--- src/rtl/eth_rx_pkg.sv ---
package eth_rx_pkg;

    localparam int          BYTE_W      = 8;
    localparam int          ADDR_BYTES  = 6;
    localparam logic [7:0]  PRE_BYTE    = 8'h55;
    localparam logic [7:0]  SFD_BYTE    = 8'hD5;
    localparam logic [31:0] CRC_POLY    = 32'hEDB88320;
    localparam logic [31:0] CRC_RESIDUE = 32'hDEBB20E3;

    typedef enum logic [2:0] {
        ST_IDLE,
        ST_PRE,
        ST_DATA,
        ST_SKIP,
        ST_DROP
    } rx_state_e;

    typedef struct packed {
        logic good;
        logic crc_err;
        logic too_long;
        logic runt;
        logic drop;
    } rx_status_t;

    function automatic logic [31:0] crc32_byte(input logic [31:0] c_in,
                                               input logic [7:0]  b);
        logic [31:0] c;
        c = c_in;
        for (int i = 0; i < 8; i++) begin
            c = (c[0] ^ b[i]) ? ((c >> 1) ^ CRC_POLY) : (c >> 1);
        end
        return c;
    endfunction

endpackage

--- src/rtl/eth_rx_deser.sv ---
module eth_rx_deser
    import eth_rx_pkg::*;
(
    input  logic              clk,
    input  logic              rst,
    input  logic              rx_bit,
    input  logic              rx_dv,
    output logic              byte_stb,
    output logic [BYTE_W-1:0] byte_data,
    output logic              dv_q,
    output logic              eof_stb,
    output logic              eof_partial
);

    localparam int CNT_W = $clog2(BYTE_W);

    logic [BYTE_W-1:0] shreg;
    logic [CNT_W-1:0]  bitcnt;

    always_ff @(posedge clk) begin
        if (rst) begin
            shreg       <= '0;
            bitcnt      <= '0;
            byte_stb    <= 1'b0;
            byte_data   <= '0;
            dv_q        <= 1'b0;
            eof_stb     <= 1'b0;
            eof_partial <= 1'b0;
        end else begin
            dv_q        <= rx_dv;
            eof_stb     <= dv_q & ~rx_dv;
            eof_partial <= (bitcnt != '0);
            byte_stb    <= 1'b0;
            if (rx_dv) begin
                shreg  <= {rx_bit, shreg[BYTE_W-1:1]};
                bitcnt <= bitcnt + 1'b1;
                if (bitcnt == CNT_W'(BYTE_W - 1)) begin
                    byte_stb  <= 1'b1;
                    byte_data <= {rx_bit, shreg[BYTE_W-1:1]};
                end
            end else begin
                bitcnt <= '0;
            end
        end
    end

endmodule

--- src/rtl/eth_rx_crc.sv ---
module eth_rx_crc
    import eth_rx_pkg::*;
(
    input  logic              clk,
    input  logic              rst,
    input  logic              clr,
    input  logic              en,
    input  logic [BYTE_W-1:0] din,
    output logic              residue_ok
);

    logic [31:0] crc_q;

    always_ff @(posedge clk) begin
        if (rst || clr) begin
            crc_q <= '1;
        end else if (en) begin
            crc_q <= crc32_byte(crc_q, din);
        end
    end

    assign residue_ok = (crc_q == CRC_RESIDUE);

endmodule

--- src/rtl/eth_rx_addr_filter.sv ---
module eth_rx_addr_filter
    import eth_rx_pkg::*;
(
    input  logic                         clk,
    input  logic                         rst,
    input  logic                         clr,
    input  logic                         stb,
    input  logic [2:0]                   idx,
    input  logic [BYTE_W-1:0]            din,
    input  logic [ADDR_BYTES*BYTE_W-1:0] station_addr,
    input  logic                         promisc,
    output logic                         last_byte,
    output logic                         accept
);

    logic              uni_run;
    logic              bc_run;
    logic [BYTE_W-1:0] want;
    logic              uni_hit;
    logic              bc_hit;

    always_comb begin
        want = '0;
        for (int i = 0; i < ADDR_BYTES; i++) begin
            if (idx == 3'(i)) begin
                want = station_addr[(ADDR_BYTES-1-i)*BYTE_W +: BYTE_W];
            end
        end
    end

    assign uni_hit   = (din == want);
    assign bc_hit    = (din == '1);
    assign last_byte = stb && (idx == 3'(ADDR_BYTES - 1));
    assign accept    = promisc || (uni_run && uni_hit) || (bc_run && bc_hit);

    always_ff @(posedge clk) begin
        if (rst || clr) begin
            uni_run <= 1'b1;
            bc_run  <= 1'b1;
        end else if (stb) begin
            uni_run <= uni_run & uni_hit;
            bc_run  <= bc_run & bc_hit;
        end
    end

endmodule

--- src/rtl/eth_rx_filter.sv ---
module eth_rx_filter
    import eth_rx_pkg::*;
#(
    parameter int MAX_LEN = 1518,
    parameter int MIN_LEN = 64,
    parameter int LEN_W   = 16
) (
    input  logic                         clk,
    input  logic                         rst,
    input  logic                         rx_bit,
    input  logic                         rx_dv,
    input  logic [ADDR_BYTES*BYTE_W-1:0] station_addr,
    input  logic                         promisc,
    output logic                         fifo_wr,
    output logic [BYTE_W-1:0]            fifo_data,
    output logic                         fifo_discard,
    output logic                         stat_valid,
    output logic                         stat_good,
    output logic                         stat_crc_err,
    output logic                         stat_too_long,
    output logic                         stat_runt,
    output logic                         stat_drop,
    output logic [LEN_W-1:0]             stat_len
);

    localparam int REP_W = $clog2(ADDR_BYTES + 1);

    logic              byte_stb;
    logic [BYTE_W-1:0] byte_data;
    logic              dv_q;
    logic              eof_stb;
    logic              eof_partial;

    rx_state_e         state;
    logic [LEN_W-1:0]  cnt;
    logic              accepted;
    logic              eof_seen;
    logic              eof_part;
    logic [REP_W-1:0]  rep_cnt;
    logic [BYTE_W-1:0] da_buf [ADDR_BYTES];
    rx_status_t        st;

    logic              start_frame;
    logic              data_stb;
    logic              addr_stb;
    logic              residue_ok;
    logic              last_addr;
    logic              addr_ok;

    assign start_frame = (state == ST_PRE) && byte_stb && (byte_data == SFD_BYTE);
    assign data_stb    = (state == ST_DATA) && byte_stb;
    assign addr_stb    = data_stb && (cnt < LEN_W'(ADDR_BYTES));

    eth_rx_deser u_deser (
        .clk         (clk),
        .rst         (rst),
        .rx_bit      (rx_bit),
        .rx_dv       (rx_dv),
        .byte_stb    (byte_stb),
        .byte_data   (byte_data),
        .dv_q        (dv_q),
        .eof_stb     (eof_stb),
        .eof_partial (eof_partial)
    );

    eth_rx_crc u_crc (
        .clk        (clk),
        .rst        (rst),
        .clr        (start_frame),
        .en         (data_stb),
        .din        (byte_data),
        .residue_ok (residue_ok)
    );

    eth_rx_addr_filter u_addr (
        .clk          (clk),
        .rst          (rst),
        .clr          (start_frame),
        .stb          (addr_stb),
        .idx          (cnt[2:0]),
        .din          (byte_data),
        .station_addr (station_addr),
        .promisc      (promisc),
        .last_byte    (last_addr),
        .accept       (addr_ok)
    );

    always_comb begin
        st          = '0;
        st.drop     = eof_part || !accepted;
        st.crc_err  = !st.drop && !residue_ok;
        st.too_long = !st.drop && (cnt > LEN_W'(MAX_LEN));
        st.runt     = !st.drop && (cnt < LEN_W'(MIN_LEN));
        st.good     = !(st.drop || st.crc_err || st.too_long || st.runt);
    end

    always_ff @(posedge clk) begin
        if (rst) begin
            state         <= ST_IDLE;
            cnt           <= '0;
            accepted      <= 1'b0;
            eof_seen      <= 1'b0;
            eof_part      <= 1'b0;
            rep_cnt       <= '0;
            fifo_wr       <= 1'b0;
            fifo_data     <= '0;
            fifo_discard  <= 1'b0;
            stat_valid    <= 1'b0;
            stat_good     <= 1'b0;
            stat_crc_err  <= 1'b0;
            stat_too_long <= 1'b0;
            stat_runt     <= 1'b0;
            stat_drop     <= 1'b0;
            stat_len      <= '0;
            for (int i = 0; i < ADDR_BYTES; i++) da_buf[i] <= '0;
        end else begin
            fifo_wr      <= 1'b0;
            fifo_discard <= 1'b0;
            stat_valid   <= 1'b0;
            unique case (state)
                ST_IDLE: begin
                    if (dv_q) state <= ST_PRE;
                end
                ST_PRE: begin
                    if (eof_stb) begin
                        stat_valid    <= 1'b1;
                        stat_drop     <= 1'b1;
                        stat_good     <= 1'b0;
                        stat_crc_err  <= 1'b0;
                        stat_too_long <= 1'b0;
                        stat_runt     <= 1'b0;
                        stat_len      <= '0;
                        fifo_discard  <= 1'b1;
                        state         <= ST_IDLE;
                    end else if (byte_stb) begin
                        if (byte_data == SFD_BYTE) begin
                            state    <= ST_DATA;
                            cnt      <= '0;
                            accepted <= 1'b0;
                            eof_seen <= 1'b0;
                            eof_part <= 1'b0;
                            rep_cnt  <= '0;
                        end else if (byte_data != PRE_BYTE) begin
                            stat_valid    <= 1'b1;
                            stat_drop     <= 1'b1;
                            stat_good     <= 1'b0;
                            stat_crc_err  <= 1'b0;
                            stat_too_long <= 1'b0;
                            stat_runt     <= 1'b0;
                            stat_len      <= '0;
                            fifo_discard  <= 1'b1;
                            state         <= ST_DROP;
                        end
                    end
                end
                ST_DATA: begin
                    if (byte_stb) begin
                        if (cnt != '1) cnt <= cnt + 1'b1;
                        if (cnt < LEN_W'(ADDR_BYTES)) da_buf[cnt[2:0]] <= byte_data;
                        if (last_addr) begin
                            if (addr_ok) begin
                                accepted <= 1'b1;
                                rep_cnt  <= REP_W'(1);
                            end else begin
                                state <= ST_SKIP;
                            end
                        end
                        if (accepted && (cnt >= LEN_W'(ADDR_BYTES)) && (cnt < LEN_W'(MAX_LEN))) begin
                            fifo_wr   <= 1'b1;
                            fifo_data <= byte_data;
                        end
                    end
                    if (rep_cnt != '0) begin
                        fifo_wr   <= 1'b1;
                        fifo_data <= da_buf[3'(rep_cnt - 1'b1)];
                        rep_cnt   <= (rep_cnt == REP_W'(ADDR_BYTES)) ? '0 : rep_cnt + 1'b1;
                    end
                    if (eof_stb) begin
                        eof_seen <= 1'b1;
                        eof_part <= eof_partial;
                    end
                    if (eof_seen && (rep_cnt == '0)) begin
                        stat_valid    <= 1'b1;
                        stat_good     <= st.good;
                        stat_crc_err  <= st.crc_err;
                        stat_too_long <= st.too_long;
                        stat_runt     <= st.runt;
                        stat_drop     <= st.drop;
                        stat_len      <= cnt;
                        fifo_discard  <= st.drop;
                        state         <= ST_IDLE;
                    end
                end
                ST_SKIP: begin
                    if (eof_stb) state <= ST_IDLE;
                end
                ST_DROP: begin
                    if (!dv_q) state <= ST_IDLE;
                end
                default: state <= ST_IDLE;
            endcase
        end
    end

endmodule

--- config.mk ---
export PLATFORM = sky130hd
export DESIGN_NAME = eth_rx_filter
export DESIGN_NICKNAME = d
export VERILOG_FILES = /design/src/rtl/eth_rx_pkg.sv /design/src/rtl/eth_rx_deser.sv /design/src/rtl/eth_rx_crc.sv /design/src/rtl/eth_rx_addr_filter.sv /design/src/rtl/eth_rx_filter.sv
export SDC_FILE = /design/constraint.sdc
export NUM_CORES = 1
export LEC_CHECK = 0
export ABC_AREA = 1
export BUFFER_PORTS_ARGS = -buffer_cell sky130_fd_sc_hd__buf_4
export CORE_AREA = 2 2 155 157
export DETAILED_ROUTE_END_ITERATION = 6
export DIE_AREA = 0 0 157 159
export PLACE_DENSITY_LB_ADDON = 0.2
export SYNTH_ARGS = -nofsm -noshare
export SYNTH_HDL_FRONTEND = slang
export SYNTH_SLANG_ARGS = --single-unit
--- constraint.sdc ---
create_clock -name clk -period 3.1 [get_ports clk]
set_clock_uncertainty 0.15 [all_clocks]
set_input_delay 0.62 -clock clk [delete_from_list [all_inputs] [get_ports clk]]
set_output_delay 0.62 -clock clk [all_outputs]
set_load 0.02 [all_outputs]
==> impl_results.md <==
* Status: finished clean
* Worst path most repeated cell: nand2_1
* CP arrival at 2.95 ns
* Top sig layer: met4
* Cts hold-fix bufs at 0
* Final instance area at 10830 um^2
* DRT met1 WL at between 10000 and 15000 um
* CP max stage cell: dfxtp_1
* Most frequent cells in the layout: 239 x nand2_1, 178 x nor2_1, 113 x buf_4, 112 x dfxtp_1, 106 x inv_1
* CTS Sinks at 177
* Synth Cell Area at 9144 um^2
* Worst relative slew slack at 53.08%
* Cells resized by post-CTS repair at 0
* Global-route wire length before repair at 40050 um
* Peak VDD IR at ~370 uV
* Clk root buf: clkbuf_16
* Delay-heaviest family, CP: simple AND/OR/NAND/NOR gates
* CP Launch Type: flip-flop
* Max_cap viols at 0
* Leakage power at 4.755 nW
* #FFs+latches synth at 177
* Post-synthesis sequential area ratio at 45.76%
* Ant diodes at 0
* RSZ-0062 raised after global routing: false
* Initial core utilization at 39.43%
* CP Class: reg2reg
* Syn Area/Cell at between 7 and 8 um^2
* Total GRT Usage at between 20% and 30%
* CTS Buf Count at 17
* Vias in the first global route at 7692
* Ys flop type: dfxtp_1
* Final global-route overflow total at 0
* I/O Pins at 85
* PD cells at roughly 530 nW/um^2
* Detail Placement HPWL at 18470 um
* Warnings from Yosys at 0
* Initial antenna violation count at 0
* Antenna viol nets, final at 0
* Slew @ Worst Pin at 0.6987 ns
* CP Data Required Time at between 3 and 4 ns
* Commonest non-fill, non-tap cell in the layout: nand2_1
* CTS tree: built
* Via Count at 7870
* Fmax at around 360 MHz
* Hold Vio Cnt, Final at 0
* Fraction of layout instances using a drive strength above 1 at 16.63%
* Placed Area at 10260 um^2
* Top fanout value on the critical path at 13
* Final Slew Violations at 0
* Reg clk slew, reported paths at ~0.08 ns
* Area grow syn2layout at 18.45%
* Port bufs at 84
* DRT Pass-1 Iters at 5
* GPL Wtd Cong at 0.8729
* Routed wl met2 at 11900 um
* Final #Nets at 1334
* Final period util at between 90% and 100%
* Critical Path Sink Type: flip-flop
* Worst hold path type: in2reg
* Final setup violation count at 0
* Die Y at 159 um
* Post-synth EDFFs at 64
* DR vias/cell at between 4 and 5
* Post-synth cell types at 52
* CP cell instances: ha_1 > ha_1 > inv_1 > nor2_1 > nor2_1 > nand2_1 > nand2_1 > nand2_1 > a21oi_1 > nand2_1 > nor2_1 > nand4_1 > nand3_1 > nand2_1 > nand2_1 > nand2_1 > nand2_1 > nor2_1
* Pin count of the biggest net entering global routing at 37
* Final setup TNS at 0 ns
* Async SR Flop Fraction at 0%
* Row Count at 56
* CTS Buffer Depth at 2
* Met3 WL post-DR at 964 um
* Worst path bufs/invs at 1
* Setup Fix Bufs, Post-CTS at 0
* Post-Synthesis Cells at 1164
* Chip width at 157 um
* Min Tclk post-route at 2.792 ns
* Post-route DRC at 0
* Routed len/inst at between 15 and 20 um
* H-tree Lvls at 4
* Clk_lat worst skew at 0.43 ns
* Die area at 24960 um^2
* Core ar. at 23190 um^2
* WL final at between 20000 and 30000 um
* Initial DRC Count at approximately 500
* CP peak stage delay at 0.40 ns
==> per-layer routing <==
layer,vias to the layer above,track usage (%)
met4,0,5.088
met5,-,0
met1,3660,28.30
met2,161,33.43
li1,4029,-
met3,20,3.076
==> synth_stat cells, drive strengths merged, types with 13 or more instances <==
cell type,count,share of area [%]
xor2,41,4.1
or2,14,0.96
clkbuf,27,1.1
edfxtp,64,21
dfxtp,113,25
o32ai,16,1.5
nand2,245,10
o21ai,79,4.3
a21oi,79,4.3
nand4,15,1.3
xnor2,19,2.1
nand3,58,3.5
inv,116,4.8
nor2,184,7.8
ha,13,1.8
buf,16,0.97
==> flip-flops by register name (all words and copies together) (netlist names), 3 cells and up <==
signal and cells:
stat_len 16, state 3, u_crc.crc_q 32, u_deser.byte_data 8, da_buf 64, fifo_data 8, u_deser.bitcnt 3, cnt 16
u_deser.shreg 7, rep_cnt 3
==> worst register-to-register path, delay by kind of cell (launching register included) <==
family | cells | cell delay [ns]
buffers and inverters | 1 | 0.28
adders and majority gates | 2 | 0.49
AOI/OAI and AO/OA | 1 | 0.12
DFF | 1 | 0.40
and+or+nand+nor | 14 | 1.23
==> worst paths after layout <==
kind                startpoint                 to  slack [ns]  depth (start not counted)
min reg2reg  u_deser.bitcnt[0]  u_deser.bitcnt[0]        0.30                          1
max                     cnt[0]           state[2]        0.31                         18
min                     rx_bit   u_deser.shreg[7]        0.26                          3
max reg2reg             cnt[0]           state[2]        0.31                         18
==> final cells by class <==
| class | count | area (um^2) |
|---|---|---|
| Fill cell | 2360 | 12360 |
| Multi-Input combinational cell | 835 | 4369 |
| Sequential cell | 177 | 4185 |
| Timing Repair Buffer | 113 | 848.3 |
| Inverter | 124 | 465.4 |
| Clock buffer | 17 | 425.4 |
| Tap cell | 319 | 399.1 |
| Clock inverter | 15 | 137.6 |
==> metrics by stage <==
stage	utilization [%]	cells	power (mW)	worst slack (ns)	hold slack, ns
6_report	46.70	1600	5.729	0.3081	0.2638
5_1_grt	46.70	1600	5.991	0.02343	0.2796
4_1_cts	46.67	1600	5.781	0.08982	0.2505
3_5_place_dp	44.24	1568	3.686	0.1070	0.2874
3_3_place_gp	44.24	1568	3.669	0.1482	0.2865
2_1_floorplan	-	1179	3.319	0.4730	0.2673
==> cells by family after synthesis <==
logic type               count (synthesis)  synth area share [%]
AO/OA/AOI/OAI                          204                 12.74
XOR/XNOR                                60                 6.158
adder cells (fa/ha/maj)                 13                 1.779
buffers and inverters                  167                 7.170
flip-flops                             177                 45.76
multiplexers                             8                0.9853
other                                    1               0.04101
AND/OR/NAND/NOR                        534                 25.37
==> report_power, final <==
part | switching, mW | total [mW] | internal [mW]
Combinational | 0.693 | 1.11 | 0.418
Sequential | 0.0467 | 2.51 | 2.47
Clock | 1.03 | 2.10 | 1.07
(Power assumes the default switching activity.)
